**config.mk**
```make
export PLATFORM = sky130hd
export DESIGN_NAME = nbctl_regfile
export DESIGN_NICKNAME = d
export VERILOG_FILES = /design/src/rtl/nbctl_pkg.sv /design/src/rtl/nbctl_decode.sv /design/src/rtl/nbctl_word.sv /design/src/rtl/nbctl_irqen.sv /design/src/rtl/nbctl_selfrst.sv /design/src/rtl/nbctl_regfile.sv
export SDC_FILE = /design/constraint.sdc
export NUM_CORES = 2
export LEC_CHECK = 0
export BUFFER_PORTS_ARGS = -buffer_cell sky130_fd_sc_hd__buf_2
export CORE_MARGIN = 5
export CORE_UTILIZATION = 48
export CTS_BUF_LIST = sky130_fd_sc_hd__clkbuf_16
export CTS_CLUSTER_DIAMETER = 120
export DETAILED_ROUTE_END_ITERATION = 6
export GPL_TIMING_DRIVEN = 0
export HOLD_SLACK_MARGIN = 0.06
export PLACE_DENSITY = 0.62
export SYNTH_ARGS = -nofsm -noshare
export SYNTH_HDL_FRONTEND = slang
export SYNTH_SLANG_ARGS = --single-unit
```
**constraint.sdc**
```tcl
create_clock -name clk -period 2.85 [get_ports clk]
set_clock_uncertainty 0.15 [all_clocks]
set_input_delay 0.57 -clock clk [delete_from_list [all_inputs] [get_ports clk]]
set_output_delay 0.57 -clock clk [all_outputs]
set_load 0.005 [all_outputs]
```
**src/rtl/nbctl_pkg.sv**
```systemverilog
// Shared constants and reset values for the bridge control register file.
// Assumes a fixed 28-word map; word numbers here are byte offset / 4.
package nbctl_pkg;
    localparam int DATA_W      = 32;
    localparam int WORDS       = 28;
    localparam int IDX_GEN     = 1;   // general configuration
    localparam int IDX_EDGE    = 9;   // interrupt edge select
    localparam int IDX_POL     = 11;  // interrupt polarity
    localparam int IDX_ENSET   = 12;  // enable set alias
    localparam int IDX_ENCLR   = 13;  // enable clear alias
    localparam int IDX_EN      = 14;  // enable mirror (read only)
    localparam int IDX_STAT    = 15;  // status (read only)
    localparam int GEN_RST_BIT = 2;

    // Reset value of a word, by word number.
    function automatic logic [DATA_W-1:0] reset_word(input int idx);
        case (idx)
            0:       return 32'h0000_0C40;
            1:       return 32'h0000_1384;
            2:       return 32'h2BFF_8010;
            3:       return 32'h255E_0091;
            4:       return 32'h0000_6140;
            7, 8:    return 32'h0000_01FF;
            26:      return 32'h0000_0008;
            27:      return 32'h1000_0000;
            default: return '0;
        endcase
    endfunction

    // True when the CPU may store into the word.
    function automatic bit cpu_writable(input int idx);
        return (idx < WORDS) && (idx != IDX_EN) && (idx != IDX_STAT);
    endfunction
endpackage

```
**src/rtl/nbctl_decode.sv**
```systemverilog
// Address decoder: turns a byte address and write enable into a word number,
// an in-range flag and one write strobe per storable word.
// Assumes word-only access; the low two address bits are dropped.
module nbctl_decode
    import nbctl_pkg::*;
#(
    parameter int ADDR_W = 8,
    localparam int IDX_W = ADDR_W - 2
) (
    input  logic [ADDR_W-1:0] addr,
    input  logic              we,
    output logic [IDX_W-1:0]  idx,
    output logic              hit,
    output logic [WORDS-1:0]  wr_strobe
);
    // Word number and range check.
    always_comb begin
        idx = addr[ADDR_W-1:2];
        hit = (idx < IDX_W'(WORDS));
    end

    // One strobe per word; read-only words never get one.
    for (genvar g = 0; g < WORDS; g++) begin : g_strobe
        if (cpu_writable(g)) begin : g_rw
            assign wr_strobe[g] = we && (idx == IDX_W'(g));
        end else begin : g_ro
            assign wr_strobe[g] = 1'b0;
        end
    end
endmodule

```
**src/rtl/nbctl_word.sv**
```systemverilog
// One storage word with a parameterised reset value.
// Assumes the write strobe is already qualified by the decoder.
module nbctl_word #(
    parameter int                 DATA_W  = 32,
    parameter logic [DATA_W-1:0]  RST_VAL = '0
) (
    input  logic              clk,
    input  logic              rst_n,
    input  logic              wr,
    input  logic [DATA_W-1:0] wdata,
    output logic [DATA_W-1:0] q
);
    // Load reset value, else capture on strobe.
    always_ff @(posedge clk) begin
        if (!rst_n)  q <= RST_VAL;
        else if (wr) q <= wdata;
    end
endmodule

```
**src/rtl/nbctl_irqen.sv**
```systemverilog
// Interrupt-enable word changed only through set and clear alias writes.
// Assumes set and clear strobes are never active together (distinct words).
module nbctl_irqen #(
    parameter int DATA_W = 32
) (
    input  logic              clk,
    input  logic              rst_n,
    input  logic              set_wr,
    input  logic              clr_wr,
    input  logic [DATA_W-1:0] wdata,
    output logic [DATA_W-1:0] en
);
    logic [DATA_W-1:0] set_mask, clr_mask;

    // Masks that apply only while the matching alias is written.
    always_comb begin
        set_mask = set_wr ? wdata : '0;
        clr_mask = clr_wr ? wdata : '0;
    end

    // Merge set bits, then drop cleared bits.
    always_ff @(posedge clk) begin
        if (!rst_n) en <= '0;
        else        en <= (en | set_mask) & ~clr_mask;
    end

    assert_set_or_R3: assert property (@(posedge clk) disable iff (!rst_n)
        set_wr |=> ((en & $past(wdata)) == $past(wdata)));
    assert_clr_and_R4: assert property (@(posedge clk) disable iff (!rst_n)
        clr_wr |=> ((en & $past(wdata)) == '0));
    assert_hold_R5: assert property (@(posedge clk) disable iff (!rst_n)
        (!set_wr && !clr_wr) |=> $stable(en));
endmodule

```
**src/rtl/nbctl_selfrst.sv**
```systemverilog
// Self-reset request: one-cycle pulse after a 0-to-1 write of the trigger bit.
// Assumes old_bit is the stored bit before the write edge.
module nbctl_selfrst (
    input  logic clk,
    input  logic rst_n,
    input  logic gen_wr,
    input  logic old_bit,
    input  logic new_bit,
    output logic req
);
    // Register the rising-write condition for a single cycle.
    always_ff @(posedge clk) begin
        if (!rst_n) req <= 1'b0;
        else        req <= gen_wr && !old_bit && new_bit;
    end

    assert_pulse_one_R6: assert property (@(posedge clk) disable iff (!rst_n)
        req |=> !req);
    assert_pulse_cause_R6: assert property (@(posedge clk) disable iff (!rst_n)
        $rose(req) |-> $past(gen_wr));
    assert_no_retrigger_R7: assert property (@(posedge clk) disable iff (!rst_n)
        (gen_wr && old_bit) |=> !req);
endmodule

```
**src/rtl/nbctl_regfile.sv**
```systemverilog
// Top of the bridge control register file: decoder, storage words, the
// alias-driven enable word, the self-reset pulse and the read mux.
// Assumes single-cycle word writes and a combinational read path.
module nbctl_regfile
    import nbctl_pkg::*;
#(
    parameter int ADDR_W = 8
) (
    input  logic              clk,
    input  logic              rst_n,
    input  logic [ADDR_W-1:0] bus_addr,
    input  logic              bus_we,
    input  logic [31:0]       bus_wdata,
    output logic [31:0]       bus_rdata,
    output logic              sys_rst_req,
    output logic [31:0]       irq_edge_sel,
    output logic [31:0]       irq_pol,
    output logic [31:0]       irq_en
);
    localparam int IDX_W = ADDR_W - 2;
    localparam int SEL_W = $clog2(WORDS);

    logic [IDX_W-1:0]  idx;
    logic              hit;
    logic [WORDS-1:0]  wr_strobe;
    logic [DATA_W-1:0] words [WORDS];
    logic [DATA_W-1:0] en_q;
    logic [SEL_W-1:0]  sel;

    nbctl_decode #(.ADDR_W(ADDR_W)) u_dec (
        .addr(bus_addr), .we(bus_we), .idx(idx), .hit(hit), .wr_strobe(wr_strobe)
    );

    nbctl_irqen #(.DATA_W(DATA_W)) u_en (
        .clk(clk), .rst_n(rst_n),
        .set_wr(wr_strobe[IDX_ENSET]), .clr_wr(wr_strobe[IDX_ENCLR]),
        .wdata(bus_wdata), .en(en_q)
    );

    nbctl_selfrst u_rst (
        .clk(clk), .rst_n(rst_n), .gen_wr(wr_strobe[IDX_GEN]),
        .old_bit(words[IDX_GEN][GEN_RST_BIT]), .new_bit(bus_wdata[GEN_RST_BIT]),
        .req(sys_rst_req)
    );

    // Storage words, the enable mirror and the constant status word.
    for (genvar g = 0; g < WORDS; g++) begin : g_word
        if (g == IDX_EN) begin : g_en
            assign words[g] = en_q;
        end else if (g == IDX_STAT) begin : g_stat
            assign words[g] = '0;
        end else begin : g_store
            nbctl_word #(.DATA_W(DATA_W), .RST_VAL(reset_word(g))) u_w (
                .clk(clk), .rst_n(rst_n), .wr(wr_strobe[g]),
                .wdata(bus_wdata), .q(words[g])
            );
        end
    end

    // Read mux: in-range words, zero beyond the map.
    always_comb begin
        sel       = hit ? idx[SEL_W-1:0] : '0;
        bus_rdata = hit ? words[sel] : '0;
    end

    // Side outputs for the interrupt block.
    always_comb begin
        irq_edge_sel = words[IDX_EDGE];
        irq_pol      = words[IDX_POL];
        irq_en       = en_q;
    end

    assert_strobe_onehot_R2: assert property (@(posedge clk) disable iff (!rst_n)
        $onehot0(wr_strobe));
    assert_oob_read_zero_R8: assert property (@(posedge clk) disable iff (!rst_n)
        (bus_addr >= ADDR_W'(WORDS * 4)) |-> (bus_rdata == '0));
    assert_oob_no_strobe_R8: assert property (@(posedge clk) disable iff (!rst_n)
        (bus_addr >= ADDR_W'(WORDS * 4)) |-> (wr_strobe == '0));
    assert_ro_untouched_R5: assert property (@(posedge clk) disable iff (!rst_n)
        (bus_we && bus_addr[ADDR_W-1:2] == IDX_W'(IDX_EN)) |=> $stable(irq_en));
endmodule

```
# Word-level counts from Yosys, hierarchy flattened
# Index checks and enable logic that the tools add are counted.
[totals] reg_bits=865 memories=0 mem_bits_ro=0 elab_cells=96 latchBits=0 ram_bits=0
[classes] div_mod_pow=0 n_lt_le_gt_ge=2 reduce_logical=30 n_mux=7 add_sub_neg=0 mul=0 n_shift=0 bitwise=4 n_eq_ne=25
[ops] operator="$bmux 32 s5" count=1
[ops] operator="$mux 32" count=5
[ops] operator="$eq 6x5->1 const B" count=12
[ops] operator="$eq 6x4->1 const B" count=6
[ops] operator="$and 32x32->32" count=1
[ops] operator="$not 32->32" count=1
[ops] operator="$or 32x32->32" count=1
[ops] operator="$logic_and 1x1->1" count=28
[ops] operator="$eq 6x3->1 const B" count=4
[ops] operator="$eq 6x2->1 const B" count=2
[ops] operator="$eq 6x1->1 const B" count=1
[ops] operator="$ge 6x6->1 const B" count=1
[ops] operator="$logic_not 6->1" count=1
[ops] operator="$lt 6x5->1 const B" count=1
[ops] operator="$not 5->6" count=1
[ops] operator="$mux 5" count=1
[ops] operator="$logic_not 1->1" count=1

# Longest topological paths before layout
[logic_depth] depth_word=7 depth_mapped=10 mapped_depth_nobuf=5

# By module
# A second synthesis with hierarchy kept.
[hier_totals] cells_unflattened=4000 hier_area_um2=41752.5
[by_module_without_submodules] module="nbctl_word (g_word[10].g_store.u_w ...)" instances=17 area_each_um2=1243.7 cells_per_inst=103
[by_module_without_submodules] module="nbctl_regfile" instances=1 area_each_um2=7890.1 cells_per_inst=1157
[by_module_without_submodules] module="nbctl_word (g_word[26].g_store.u_w ...)" instances=2 area_each_um2=1241.2 cells_per_inst=103
[by_module_without_submodules] module="nbctl_word (g_word[7].g_store.u_w ...)" instances=2 area_each_um2=1221.2 cells_per_inst=103
[by_module_without_submodules] module="nbctl_irqen" instances=1 area_each_um2=1266.2 cells_per_inst=106
[by_module_without_submodules] module="nbctl_word (g_word[0].g_store.u_w)" instances=1 area_each_um2=1236.2 cells_per_inst=103
[by_module_without_submodules] module="nbctl_word (g_word[4].g_store.u_w)" instances=1 area_each_um2=1233.7 cells_per_inst=103
[by_module_without_submodules] module="nbctl_word (g_word[1].g_store.u_w)" instances=1 area_each_um2=1231.2 cells_per_inst=103
[by_module_without_submodules] module="nbctl_word (g_word[3].g_store.u_w)" instances=1 area_each_um2=1207.4 cells_per_inst=103
[by_module_without_submodules] module="nbctl_word (g_word[2].g_store.u_w)" instances=1 area_each_um2=1199.9 cells_per_inst=103
[by_module_without_submodules] module="nbctl_decode" instances=1 area_each_um2=390.4 cells_per_inst=57
[by_module_without_submodules] module="nbctl_selfrst" instances=1 area_each_um2=30.0 cells_per_inst=2

# Worst setup path after synthesis
# Ideal clock, no wire load.
[synth_timing] kind="in2out" from="input bus_addr[4]" to="output bus_rdata[13]" path_stages=9 t_required_ps=2130 n_path_buf=4 arrival_time_ps=2035 path_slack_ps=95 cell_sequence="buf_2 a31oi_2 buf_6 nand2_4 buf_6 buf_6 mux2i_1 a211o_1 a311oi_1"
[synth_between] elab_chain_cells=7
[synth_lines] item="from (decl)" line_no="nbctl_regfile.sv:11" text="input logic [ADDR_W-1:0] bus_addr,"
[synth_lines] item="$lt 6x5->1" line_no="nbctl_decode.sv:19" text="hit = (idx < IDX_W'(WORDS));"
[synth_lines] item="$mux 5" line_no="nbctl_regfile.sv:62" text="sel = hit ? idx[SEL_W-1:0] : '0;"
[synth_lines] item="$not 5->6 (not written as such)" line_no="nbctl_regfile.sv:63" text="bus_rdata = hit ? words[sel] : '0;"
[synth_lines] item="$bmux 32 s5" line_no="nbctl_regfile.sv:63"
[synth_lines] item="$mux 32 (not written as such) (2 in series)" line_no="nbctl_regfile.sv:63"
[synth_lines] item="$mux 32 *" line_no="nbctl_regfile.sv:63"
[synth_lines] item="to (decl)" line_no="nbctl_regfile.sv:14" text="output logic [31:0] bus_rdata,"
# Every way passes the cells marked *; elsewhere a longest branch is shown, timed or not. The select of a mux whose other input is x is not followed.

# Final worst setup path
[layout_timing] from="register g_word[11].g_store.u_w.q[11]" to="output bus_rdata[11]"
[layout_between] elab_chain_cells=4
[layout_lines] item="from (decl)" line_no="nbctl_word.sv:11" text="output logic [DATA_W-1:0] q"
[layout_lines] item="from (signal assigned)" line_no="nbctl_word.sv:16" text="else if (wr) q <= wdata;"
[layout_lines] item="$bmux 32 s5" line_no="nbctl_regfile.sv:63"
[layout_lines] item="$mux 32 (not written as such) (2 in series)" line_no="nbctl_regfile.sv:63"
[layout_lines] item="$mux 32" line_no="nbctl_regfile.sv:63"
# No other way between the ends. The select of a mux whose other input is x is not followed.

==> results.py <==
metrics = {
    "status": {
        "status": "finished, violations left",
        "violations": "setup timing",
    },
    "floorplan": {
        "die-area_um2": 85800,
        "die_w_um": 293,
        "die_h_um": 293,
        "fp-row-count": 103,
        "core_area_um2": 79100,
        "start_util": 0.485,
        "top_level_ports": 172,
    },
    "drt": {
        "antenna_left": 0,
        "drt_pass1_iterations": 6,
        "wirelength_mm": 181,
        "vias_per_cell": 6.20,
        "drt_iter0_drc": 5975,
        "wire_per_inst_um": 27.9,
        "drc": 0,
        "vias": 40100,
    },
    "power": {
        "power.internal_mw": 19.3,
        "total_power_mw": 26.7,
        "clkPwrFrac": 0.439,
        "p_leak_nw": 16.6,
        "powerDensity_nw_per_um2": 575,
        "p_sw_mw": 7.42,
        "pwr-share-comb": 0.106,
        "swShare": 0.277,
        "seqPwrFrac": 0.455,
        "ir_drop_v": 0.000680,
    },
    "synth": {
        "synth_top_area_cell": "dfxtp_1",
        "netlist_instances": 5031,
        "ys.flop_type": "dfxtp_1",
        "synth_top_area_frac": 0.451,
        "synth_area_leaders": "dfxtp_1 45%, nand2_1 17%, a21oi_1 12%",
        "async_flop_share": 0,
        "yosysWarnings": 0,
        "synth_edf_count": 0,
        "seq_area_frac_synth": 0.451,
        "avgSynthCellArea_um2": 7.64,
        "syn-cell-area_um2": 38400,
        "synth_fp_nets": 5074,
        "yosysUniqueCellTypes": 58,
        "ys_ff_latch": 865,
    },
    "place": {
        "place_inst": 6216,
        "io_buffers": 135,
        "hpwl_mm": 136,
        "dpl_cell_area_um2": 40400,
        "place.gp.congestion": 1.06,
    },
    "cells_and_area": {
        "drive_above_1_share": 0.166,
        "fin_util": 0.588,
        "register_area_um2": 17300,
        "final_nets": 5385,
        "finalNonFillerCells": 6471,
        "multiInputGateArea_um2": 20000,
        "syn_to_final_growth_pct": 21.2,
        "fin_area_um2": 46500,
        "fill_cells": 7565,
    },
    "grt": {
        "grt_start_max_net_pins": 16,
        "overflow": 0,
        "globalRouteTotalUtil": 0.399,
        "antenna_found_initial": 5,
        "grt_pass1_vias": 35800,
        "grt_pass1_wl_mm": 253,
    },
    "min_path": {
        "hold_class": "in -> reg",
        "timing.hold.worst.start": "bus_wdata[5]",
    },
    "timing": {
        "drv_slew": 0,
        "tightest_slew_ps": 1400,
        "setup_tns_ps": -17840,
        "period_needed_ps": 3630,
        "hold_viol_final": 0,
        "rsz0062_at_grt": "true",
        "setup_viol": 33,
        "finalCritPeriodShare": 1.28,
        "fmax_mhz": 275,
        "worst_slack_ps": -785,
        "max_slew_margin": 0.0654,
    },
    "critical_path": {
        "worstPathMaxFanout": 3,
        "critical_path_required_ps": 2130,
        "critPathKind": "reg -> out",
        "rr_startpoint": "g_word[20].g_store.u_w.q[11]",
        "startpoint": "g_word[11].g_store.u_w.q[11]",
        "crit_buf_inv": 1,
        "worst_setup_path_end_kind": "primary output",
        "crit_chain": "mux4_2, o211ai_1, o311ai_1, o211a_1, buf_2",
        "crit_path_start_kind": "flip-flop",
        "path_delay_family": "compound AO/OA/AOI/OAI gates",
        "cp_data_arrival_time_ps": 2910,
        "slowest_delay_ps": 760,
        "critical_path.slowest_cell": "o211ai_1",
    },
    "clock_tree": {
        "clock_insertion_delay_worst_skew_ps": 670,
        "cts-root-buf": "clkbuf_16",
        "cts_inserted_buffers": 94,
        "clk_path_buf_depth": 3,
        "cts.sinks": 865,
        "htreeDepth": 3,
        "cts_tree": "done",
        "path_clk_slew_ps": 60,
        "hold_buffers": 0,
    },
    "run": {
        "drv_cap": 0,
    },
}
-- metal layers --
layer	part of all wire	vias to the layer above	global-route usage
met2	0.41	2533	0.566
li1	-	17700	-
met1	0.40	19500	0.560
met3	0.12	449	0.0980
met5	0.000072	-	0
met4	0.065	2	0.210
-- power groups by stage --
| stage | clock, mW | sequential [mW] | combinational, mW |
|---|---|---|---|
| 2_1_floorplan | 0 | 12.4 | 1.11 |
| 3_3_place_gp | 0 | 12.4 | 2.16 |
| 3_5_place_dp | 0 | 12.4 | 2.17 |
| 4_1_cts | 11.7 | 12.2 | 2.59 |
| 5_1_grt | 12.2 | 12.2 | 2.85 |
| 6_report | 11.7 | 12.2 | 2.84 |
-- through the flow --
stage | hold WS (ps) | setup slack [ps]
after floorplan | 266 | 94.9
after global placement | 287 | -1790
after detailed placement | 292 | -1800
after CTS | 202 | -694
after global routing | 232 | -862
final | 213 | -785
-- path summary, 6_finish.rpt --
path / cells after the start / slack [ps] / to
setup / recovery: 5 / -780 / bus_rdata[11]
setup reg to reg: 2 / 1880 / g_word[20].g_store.u_w.q[11]
hold reg to reg: 2 / 300 / g_word[5].g_store.u_w.q[10]
hold / removal: 3 / 210 / g_word[27].g_store.u_w.q[5]
-- registers in the layout, summed over array words and instances (netlist names) --
name	count
g_word.g_store.u_w.q	832
u_en.en	32
u_rst.req	1
-- cell usage after synthesis, drive strengths merged (32+ instances only) --
cell type and count:
nor2 97, dfxtp 865, a211oi 95, mux2i 84, a311oi 32, clkbuf 325
o21ai 84, mux2 112, and3 47, nand3 69, nand2 1748, inv 33
buf 186, and2 32, a21oi 920
-- placed cells by master, fill, tap and decap left out, drive strengths merged, types with 15 or more instances in the layout --
cell | netlist | final
nor3b | 20 | 20
o221ai | 30 | 30
a21boi | 16 | 16
mux2i | 84 | 84
nor2b | 23 | 23
a221o | 15 | 15
inv | 33 | 59
o21ai | 84 | 84
buf | 186 | 411
a2111oi | 17 | 17
and3 | 47 | 47
a211oi | 95 | 95
nand2 | 1748 | 1748
mux2 | 112 | 112
a211o | 15 | 15
o211a | 15 | 15
a221oi | 31 | 31
dfxtp | 865 | 865
a21oi | 920 | 920
o211ai | 19 | 19
and2 | 32 | 32
o311ai | 30 | 30
a311oi | 32 | 32
clkbuf | 325 | 408
a31o | 17 | 17
clkinv | 0 | 47
nor2 | 97 | 97
o2bb2ai | 16 | 16
nand3 | 69 | 69
mux4 | 15 | 15
-- what timing repair did --
action / 4_1_cts / 5_1_grt
buffers inserted: 51 / 30
endpoints found under the setup margin: 218 / 33
pin swaps: 83 / 69
resized for setup: 500 / 147
cloned: 5 / 4
-- cells by family (layout without fill, tap and decap cells) --
kind of cell    Yosys count  count (layout)  synth area share
buf+inv                 544             931            0.0626
other cells               0               3                 0
simple gates           2053            2053             0.214
flops                   865             865             0.451
compound gates         1358            1358             0.209
mux                     211             211            0.0635
-- area by class of cell --
type / instances / area share
clock inverter: 78 / 0.0106
antenna: 3 / 0.000161
inverter: 33 / 0.00274
tap: 1050 / 0.0282
sequential: 865 / 0.372
clock buffer: 94 / 0.0505
timing repair buffer: 223 / 0.0381
buffer: 503 / 0.0664
multi-input combinational: 3622 / 0.431
-- worst min-delay path: cells and delay by family --
family | cells | cell delay (ps)
buffers and inverters | 1 | 240
and+or+nand+nor | 1 | 120
AOI/OAI and AO/OA | 1 | 50
No activity file was read; power rests on OpenSTA's default activity.
